--- src/rtl/pcs_pkg.sv ---
// Package pcs_pkg
// Shared constants, the control-field layout and the wait-code table for
// the peripheral chip-select block. Assumes six selects over seven slots.
package pcs_pkg;

    localparam int unsigned NUM_CS    = 6;
    localparam int unsigned NUM_SLOTS = 7;
    localparam int unsigned SKIP_SLOT = 4;
    localparam int unsigned WAIT_W    = 4;

    // Register select codes
    typedef enum logic [1:0] {
        SEL_BASE = 2'd0,
        SEL_CTRL = 2'd1,
        SEL_LMEM = 2'd2,
        SEL_NONE = 2'd3
    } cfg_sel_e;

    // Stored control field, bit 3 down to bit 0
    typedef struct packed {
        logic       code_hi;
        logic       rdy_ign;
        logic [1:0] code_lo;
    } ctrl_t;

    // Nonlinear wait-state table
    function automatic logic [WAIT_W-1:0] wait_count(input logic [2:0] code);
        logic [WAIT_W-1:0] n;
        case (code)
            3'd0:    n = 4'd0;
            3'd1:    n = 4'd1;
            3'd2:    n = 4'd2;
            3'd3:    n = 4'd3;
            3'd4:    n = 4'd5;
            3'd5:    n = 4'd7;
            3'd6:    n = 4'd9;
            default: n = 4'd15;
        endcase
        return n;
    endfunction

    // Window slot served by select index g (skips the unused slot)
    function automatic int unsigned slot_of_cs(input int unsigned g);
        return (g < SKIP_SLOT) ? g : g + 1;
    endfunction

endpackage

--- src/rtl/pcs_cfg_regs.sv ---
// Module pcs_cfg_regs
// Holds the base, control and low-memory registers and drives readback.
// Assumes one write per cycle; the low-memory enable is sticky until reset.
module pcs_cfg_regs
    import pcs_pkg::*;
#(
    parameter int unsigned REG_W = 16
) (
    input  logic             clk,
    input  logic             rst_n,
    input  logic             cfg_we,
    input  logic [1:0]       cfg_sel,
    input  logic [REG_W-1:0] cfg_wdata,
    output logic [REG_W-1:0] cfg_rdata,
    output logic [REG_W-1:0] base_word,
    output ctrl_t            ctrl,
    output logic             lmem_en
);

    logic [REG_W-1:0] lmem_word;

    // Register update on write strobe
    always_ff @(posedge clk) begin
        if (!rst_n) begin
            base_word <= '0;
            ctrl      <= '0;
            lmem_en   <= 1'b0;
            lmem_word <= '0;
        end else if (cfg_we) begin
            case (cfg_sel_e'(cfg_sel))
                SEL_BASE: base_word <= cfg_wdata;
                SEL_CTRL: ctrl      <= ctrl_t'(cfg_wdata[3:0]);
                SEL_LMEM: begin
                    lmem_word <= cfg_wdata;
                    lmem_en   <= 1'b1;
                end
                default: ;
            endcase
        end
    end

    // Readback mux; reserved control bits read as ones
    always_comb begin
        case (cfg_sel_e'(cfg_sel))
            SEL_BASE: cfg_rdata = base_word;
            SEL_CTRL: cfg_rdata = REG_W'({3'b111, ctrl});
            SEL_LMEM: cfg_rdata = lmem_word;
            default:  cfg_rdata = '0;
        endcase
    end

    p_ctrl_rsvd_r9: assert property (@(posedge clk) disable iff (!rst_n)
        (cfg_sel == SEL_CTRL) |-> (cfg_rdata[6:4] == 3'b111));

    p_lmem_sticky_r11: assert property (@(posedge clk) disable iff (!rst_n)
        $past(lmem_en) |-> lmem_en);

    p_lmem_write_r11: assert property (@(posedge clk) disable iff (!rst_n)
        (cfg_we && cfg_sel == SEL_LMEM) |=> lmem_en);

endmodule

--- src/rtl/pcs_decode.sv ---
// Module pcs_decode
// Compares the address block number against the base and drives the six
// gated active-low selects. Assumes the base sits at a 256-byte boundary.
module pcs_decode
    import pcs_pkg::*;
#(
    parameter int unsigned BLK_W = 12
) (
    input  logic              clk,
    input  logic              rst_n,
    input  logic [BLK_W-1:0]  addr_blk,
    input  logic [BLK_W-1:0]  base_blk,
    input  logic              bus_cyc,
    input  logic [NUM_CS-1:0] pio_mode,
    input  logic [NUM_CS-1:0] pio_dir,
    output logic              win_hit,
    output logic [NUM_CS-1:0] pcs_n
);

    logic [BLK_W-1:0]  offs;
    logic [NUM_CS-1:0] raw;

    // Window offset relative to the base
    always_comb offs = addr_blk - base_blk;

    for (genvar g = 0; g < NUM_CS; g++) begin : g_cs
        localparam int unsigned SLOT = slot_of_cs(g);
        // Raw window match and pin gating for one select
        always_comb begin
            raw[g]   = (offs == BLK_W'(SLOT));
            pcs_n[g] = !(bus_cyc && raw[g] && !pio_mode[g] && !pio_dir[g]);
        end
    end

    // Any peripheral window matched
    always_comb win_hit = |raw;

    p_skip_slot_r2: assert property (@(posedge clk) disable iff (!rst_n)
        (offs == BLK_W'(SKIP_SLOT)) |-> (&pcs_n && !win_hit));

    p_gate_r5: assert property (@(posedge clk) disable iff (!rst_n)
        ((pio_mode | pio_dir) & ~pcs_n) == '0);

endmodule

--- src/rtl/pcs_wait_ctrl.sv ---
// Module pcs_wait_ctrl
// Loads the decoded wait count at the start of a hit access and holds
// cycle_ext until the count is spent and, if required, ready is high.
// Assumes bus_cyc is low for at least one cycle between accesses.
module pcs_wait_ctrl
    import pcs_pkg::*;
(
    input  logic       clk,
    input  logic       rst_n,
    input  logic       bus_cyc,
    input  logic       win_hit,
    input  logic [2:0] code,
    input  logic       need_rdy,
    input  logic       ext_rdy,
    output logic       cycle_ext
);

    logic              cyc_q;
    logic              acc_q;
    logic [WAIT_W-1:0] cnt_q;
    logic              start;
    logic              active;
    logic [WAIT_W-1:0] wait_n;
    logic [WAIT_W-1:0] left;

    // Start detection and remaining-wait selection
    always_comb begin
        start     = bus_cyc && !cyc_q;
        wait_n    = wait_count(code);
        active    = start ? win_hit : acc_q;
        left      = start ? wait_n : cnt_q;
        cycle_ext = bus_cyc && active && ((left != '0) || (need_rdy && !ext_rdy));
    end

    // Access and counter state
    always_ff @(posedge clk) begin
        if (!rst_n) begin
            cyc_q <= 1'b0;
            acc_q <= 1'b0;
            cnt_q <= '0;
        end else begin
            cyc_q <= bus_cyc;
            acc_q <= cycle_ext;
            cnt_q <= cycle_ext ? (left - WAIT_W'(left != '0)) : '0;
        end
    end

    p_load_r7: assert property (@(posedge clk) disable iff (!rst_n)
        (start && win_hit) |=> (cnt_q == ($past(wait_n) - WAIT_W'($past(wait_n) != '0))));

    p_cnt_holds_ext_r7: assert property (@(posedge clk) disable iff (!rst_n)
        (cnt_q != '0 && bus_cyc) |-> cycle_ext);

    p_stay_low_r8: assert property (@(posedge clk) disable iff (!rst_n)
        ($past(bus_cyc) && bus_cyc && !$past(cycle_ext)) |-> !cycle_ext);

    p_miss_quiet_r13: assert property (@(posedge clk) disable iff (!rst_n)
        (start && !win_hit) |-> !cycle_ext);

endmodule

--- src/rtl/pcs_waitgen.sv ---
// Module pcs_waitgen
// Top of the peripheral chip-select and wait-state generator: register
// file, window decoder, wait controller and the low-memory select.
// Assumes addr is stable for the whole of a bus cycle.
module pcs_waitgen
    import pcs_pkg::*;
#(
    parameter int unsigned ADDR_W    = 20,
    parameter int unsigned REG_W     = 16,
    parameter int unsigned LOW_BYTES = 1024
) (
    input  logic              clk,
    input  logic              rst_n,
    input  logic [ADDR_W-1:0] addr,
    input  logic              bus_cyc,
    input  logic              ext_rdy,
    input  logic              cfg_we,
    input  logic [1:0]        cfg_sel,
    input  logic [REG_W-1:0]  cfg_wdata,
    output logic [REG_W-1:0]  cfg_rdata,
    input  logic [5:0]        pio_mode,
    input  logic [5:0]        pio_dir,
    output logic [5:0]        pcs_n,
    output logic              lcs_n,
    output logic              cycle_ext
);

    localparam int unsigned BLK_W = ADDR_W - 8;

    logic [REG_W-1:0] base_word;
    ctrl_t            ctrl;
    logic             lmem_en;
    logic             win_hit;

    pcs_cfg_regs #(.REG_W(REG_W)) i_regs (
        .clk       (clk),
        .rst_n     (rst_n),
        .cfg_we    (cfg_we),
        .cfg_sel   (cfg_sel),
        .cfg_wdata (cfg_wdata),
        .cfg_rdata (cfg_rdata),
        .base_word (base_word),
        .ctrl      (ctrl),
        .lmem_en   (lmem_en)
    );

    pcs_decode #(.BLK_W(BLK_W)) i_decode (
        .clk      (clk),
        .rst_n    (rst_n),
        .addr_blk (addr[ADDR_W-1:8]),
        .base_blk (base_word[BLK_W-1:0]),
        .bus_cyc  (bus_cyc),
        .pio_mode (pio_mode),
        .pio_dir  (pio_dir),
        .win_hit  (win_hit),
        .pcs_n    (pcs_n)
    );

    pcs_wait_ctrl i_wait (
        .clk       (clk),
        .rst_n     (rst_n),
        .bus_cyc   (bus_cyc),
        .win_hit   (win_hit),
        .code      ({ctrl.code_hi, ctrl.code_lo}),
        .need_rdy  (!ctrl.rdy_ign),
        .ext_rdy   (ext_rdy),
        .cycle_ext (cycle_ext)
    );

    // Low-memory select once enabled
    always_comb lcs_n = !(bus_cyc && lmem_en && (addr < ADDR_W'(LOW_BYTES)));

    p_onehot_r4: assert property (@(posedge clk) disable iff (!rst_n)
        $onehot0(~pcs_n));

    p_idle_r4: assert property (@(posedge clk) disable iff (!rst_n)
        !bus_cyc |-> (&pcs_n && lcs_n && !cycle_ext));

endmodule

--- config.mk ---
export PLATFORM = sky130hd
export DESIGN_NAME = pcs_waitgen
export DESIGN_NICKNAME = d
export VERILOG_FILES = /design/src/rtl/pcs_pkg.sv /design/src/rtl/pcs_cfg_regs.sv /design/src/rtl/pcs_decode.sv /design/src/rtl/pcs_wait_ctrl.sv /design/src/rtl/pcs_waitgen.sv
export SDC_FILE = /design/constraint.sdc
export NUM_CORES = 1
export LEC_CHECK = 0
export ABC_AREA = 0
export CORE_MARGIN = 2
export CORE_UTILIZATION = 40
export CTS_BUF_LIST = sky130_fd_sc_hd__clkbuf_4 sky130_fd_sc_hd__clkbuf_8 sky130_fd_sc_hd__clkbuf_16
export DETAILED_ROUTE_END_ITERATION = 12
export GPL_TIMING_DRIVEN = 0
export PLACE_DENSITY = 0.65
export SLEW_MARGIN = 25
export SYNTH_ARGS = -nofsm -noshare
export SYNTH_HDL_FRONTEND = slang
export SYNTH_HIERARCHICAL = 1
export SYNTH_SLANG_ARGS = --single-unit
export TNS_END_PERCENT = 100
--- constraint.sdc ---
create_clock -name clk -period 4.4 [get_ports clk]
set_input_delay 0.44 -clock clk [delete_from_list [all_inputs] [get_ports clk]]
set_output_delay 0.44 -clock clk [all_outputs]
set_load 0.02 [all_outputs]
==> run_results.csv <==
group,metric,value,unit
routing,drtAntennaViolNets,0,
min_path,whs_endpoint,"i_regs/lmem_en",
synth,synth_top_area_share,29.2,%
clock_tree,cts_tree,"yes",
routing,wire_per_inst,14.6,um
global_route,grt_pass1_wl,12400,um
worst_setup_path,crit_fanout,4,
power,power_density,235,nW/um^2
worst_setup_path,cp-end-kind,"primary output",
power,leakagePower,0.00156,uW
synth,netlist_area,2950,um^2
synth,synth_edf_count,0,
worst_setup_path,path_cells,"clkdlybuf4s50_1 > inv_1 > ha_1 > fa_1 > nor2b_1 > o221ai_1 > a21boi_1 > a311oi_1 > or4_4 > nor4_4 > and2_1 > mux2_2 > nand2_1 > nor2_1 > clkbuf_2",
floorplan,fp.dieH,89.8,um
synth,yosys-top-cells-area,"dfxtp_1 29%, mux2i_1 18%, nand2_1 8.0%, ha_1 5.5%, nor2_1 2.7%",
global_route,antenna_found_initial,0,
synth,ys_warn_count,6,
routing,drt-initial-drc-count,80,
worst_setup_path,critPathSlowestCell,"or4_4",
synth,yosysSeqAreaShare,29.2,%
placement,place.gp.congestion,0.801,
worst_setup_path,worstPathRequired,3.96,ns
clock_tree,path_clk_slew,0.08,ns
synth,netlist-cell-type-count,60,
worst_setup_path,critPathKind,"in -> out",
synth,syn_nets,414,
floorplan,dieArea,8070,um^2
final_layout,nets,492,
job,drv_cap,0,
global_route,track_usage,18.8,%
floorplan,start_util,41.1,%
outcome,status,"completed",
global_route,grt_pass1_vias,2616,
floorplan,coreArea,7180,um^2
clock_tree,clkLatencyLatePin,0.29,ns
timing,worst_pin_slew,0.820,ns
clock_tree,hold_buffers,0,
final_layout,fin_util,54.0,%
final_layout,insertedDiodeCount,0,
synth,syn_inst,345,
worst_setup_path,rr_endpoint,"i_wait/cnt_q[3]",
synth,synth_seq_cells,43,
synth,yosysMostFrequentCell,"nand2_1",
min_path,hold-path-cell-count,2,
routing,drc,0,
timing,maxSlewViolCount,0,
placement,place.port_buffers,70,
synth,yosysTopAreaCell,"dfxtp_1",
clock_tree,cts_sinks,43,
clock_tree,ctsLongestPathBuffers,2,
floorplan,die_w,89.8,um
synth,syn-mean-instance-area,8.54,um^2
min_path,min_path_type,"reg -> reg",
final_layout,area_growth,31.6,%
min_path,worstHoldStart,"i_regs/lmem_en",
timing,slew_headroom,45.3,%
worst_setup_path,rr_worst_depth,12,
worst_setup_path,max_stage_delay,0.53,ns
power,power,910,uW
timing,post-route-period-util,92.2,%
global_route,grt-ovfl-total,0,
synth,synth_common_cells,"63 x nand2_1, 53 x mux2i_1, 43 x dfxtp_1",
timing,fmax,0.246,GHz
final_layout,drive_gt1_share,9.67,%
floorplan,ioPinCount,79,
timing,min_period,4.06,ns
worst_setup_path,start_kind,"input pin",
clock_tree,numCtsBuffers,5,
synth,synth_async_sr_flop_share,0,%
routing,vias,2711,
worst_setup_path,cp.arrival,3.62,ns
timing,hold_violations,0,
timing,finalSetupViolCount,0,
placement,place_hpwl,5790,um
worst_setup_path,rr_startpoint,"i_regs/base_word[0]",
routing,wl,7660,um
clock_tree,h-tree-depth,2,
routing,dr.pass1.iters,4,
timing,skew,0.00285,ns
floorplan,rows,31,
synth,synth_top_flop_cell,"dfxtp_1",
global_route,grt_max_degree,13,
placement,placed_area,3770,um^2
power,peakVddDrop,0.163,mV
routing,routed_via_density,5.18,
clock_tree,cts-root-buf,"clkbuf_8",
worst_setup_path,reg2reg_setup_slack,1.19,ns
timing,rsz0062_at_grt,"no",
final_layout,design_area,3880,um^2
final_layout,fillers,702,
## where the power goes
group          total (uW)  switching [uW]  internal [uW]
clock network         256             133            124
registers             411            9.55            401
logic                 243             123            120
## kinds of logic (layout without fill, tap and decap cells)
logic type | after synthesis | count (layout) | share of synthesized area, %
and+or+nand+nor | 140 | 140 | 24.7
AOI/OAI and AO/OA | 54 | 54 | 13.2
muxes | 54 | 54 | 18.4
DFF | 43 | 43 | 29.2
buffers and inverters | 36 | 115 | 7.13
adders and majority gates | 14 | 14 | 6.20
xor gates and xnor gates | 4 | 4 | 1.19
## placed cells by master (no fill, tap or decap), types with 3 or more instances in the layout
master,instances
inv_1,17
nand2_1,63
xnor2_1,3
dfxtp_1,43
o21ai_0,8
a211oi_1,4
buf_6,6
or3_1,3
clkbuf_8,5
clkbuf_1,3
nand3_1,8
a21o_1,5
nor2b_1,7
nor4_1,5
a31oi_1,3
ha_1,13
dlymetal6s2s_1,6
clkdlybuf4s50_1,63
mux2i_1,53
o2bb2ai_1,7
buf_2,8
nor3_1,6
a21oi_1,10
nor2_1,21
nand2b_1,5
## worst max-delay path by stage
stage / startpoint / to / depth (start not counted)
2_1_floorplan: addr[8] / cycle_ext / 13
3_3_place_gp: addr[8] / cycle_ext / 15
3_5_place_dp: addr[8] / cycle_ext / 15
4_1_cts: addr[8] / pcs_n[3] / 13
5_1_grt: addr[8] / cycle_ext / 15
6_report: addr[8] / cycle_ext / 15
## per-layer routing
metal	wire length (um)	global-route usage, %	vias to the layer above
li1	-	-	1382
met4	105	5.26	0
met5	0	0	-
met2	3390	30.6	71
met1	3780	25.5	1247
met3	377	3.77	11
## critical path, delay by kind of cell
kind	cells	cell delay, ns
compound gates	3	0.37
fa+ha+maj	2	0.65
buf+inv	3	0.67
mux	1	0.15
simple gates	6	1.34
## registers in the layout (all words and copies together), names as in the netlist
| register | flops |
|---|---|
| i_regs/base_word | 16 |
| i_regs/lmem_word | 16 |
| i_regs/ctrl | 4 |
| i_wait/cnt_q | 4 |
| i_regs/lmem_en | 1 |
| i_wait/acc_q | 1 |
| i_wait/cyc_q | 1 |
## metrics by stage
| stage | std cells | setup TNS (ns) | hold WS (ns) | worst slack (ns) |
|---|---|---|---|---|
| after floorplan | 345 | 0 | 0.420 | 0.905 |
| after global placement | 514 | -0.249 | 0.433 | -0.249 |
| after detailed placement | 514 | -0.277 | 0.438 | -0.277 |
| after CTS | 523 | 0 | 0.451 | 0.122 |
| after global routing | 523 | 0 | 0.461 | 0.109 |
| final | 523 | 0 | 0.446 | 0.343 |
## repair_timing
| item | CTS | global route |
|---|---|---|
| resized for setup | 1 | 8 |
| gates cloned | 0 | 0 |
| pin swaps | 1 | 0 |
| endpoints found under the setup margin | 1 | 7 |
| setup buffers | 1 | 0 |
## area by class of cell
| class | count | area [um^2] | area share [%] |
|---|---|---|---|
| clock inverters | 1 | 5.00 | 0.129 |
| multi-input cells | 266 | 1880 | 48.4 |
| repair buffers | 71 | 718 | 18.5 |
| plain buffers | 19 | 146 | 3.78 |
| clock buffers | 7 | 83.8 | 2.16 |
| inverters | 17 | 63.8 | 1.65 |
| flip-flops and latches | 43 | 861 | 22.2 |
| well taps | 99 | 124 | 3.19 |
No activity file was read; power rests on OpenSTA's default activity.
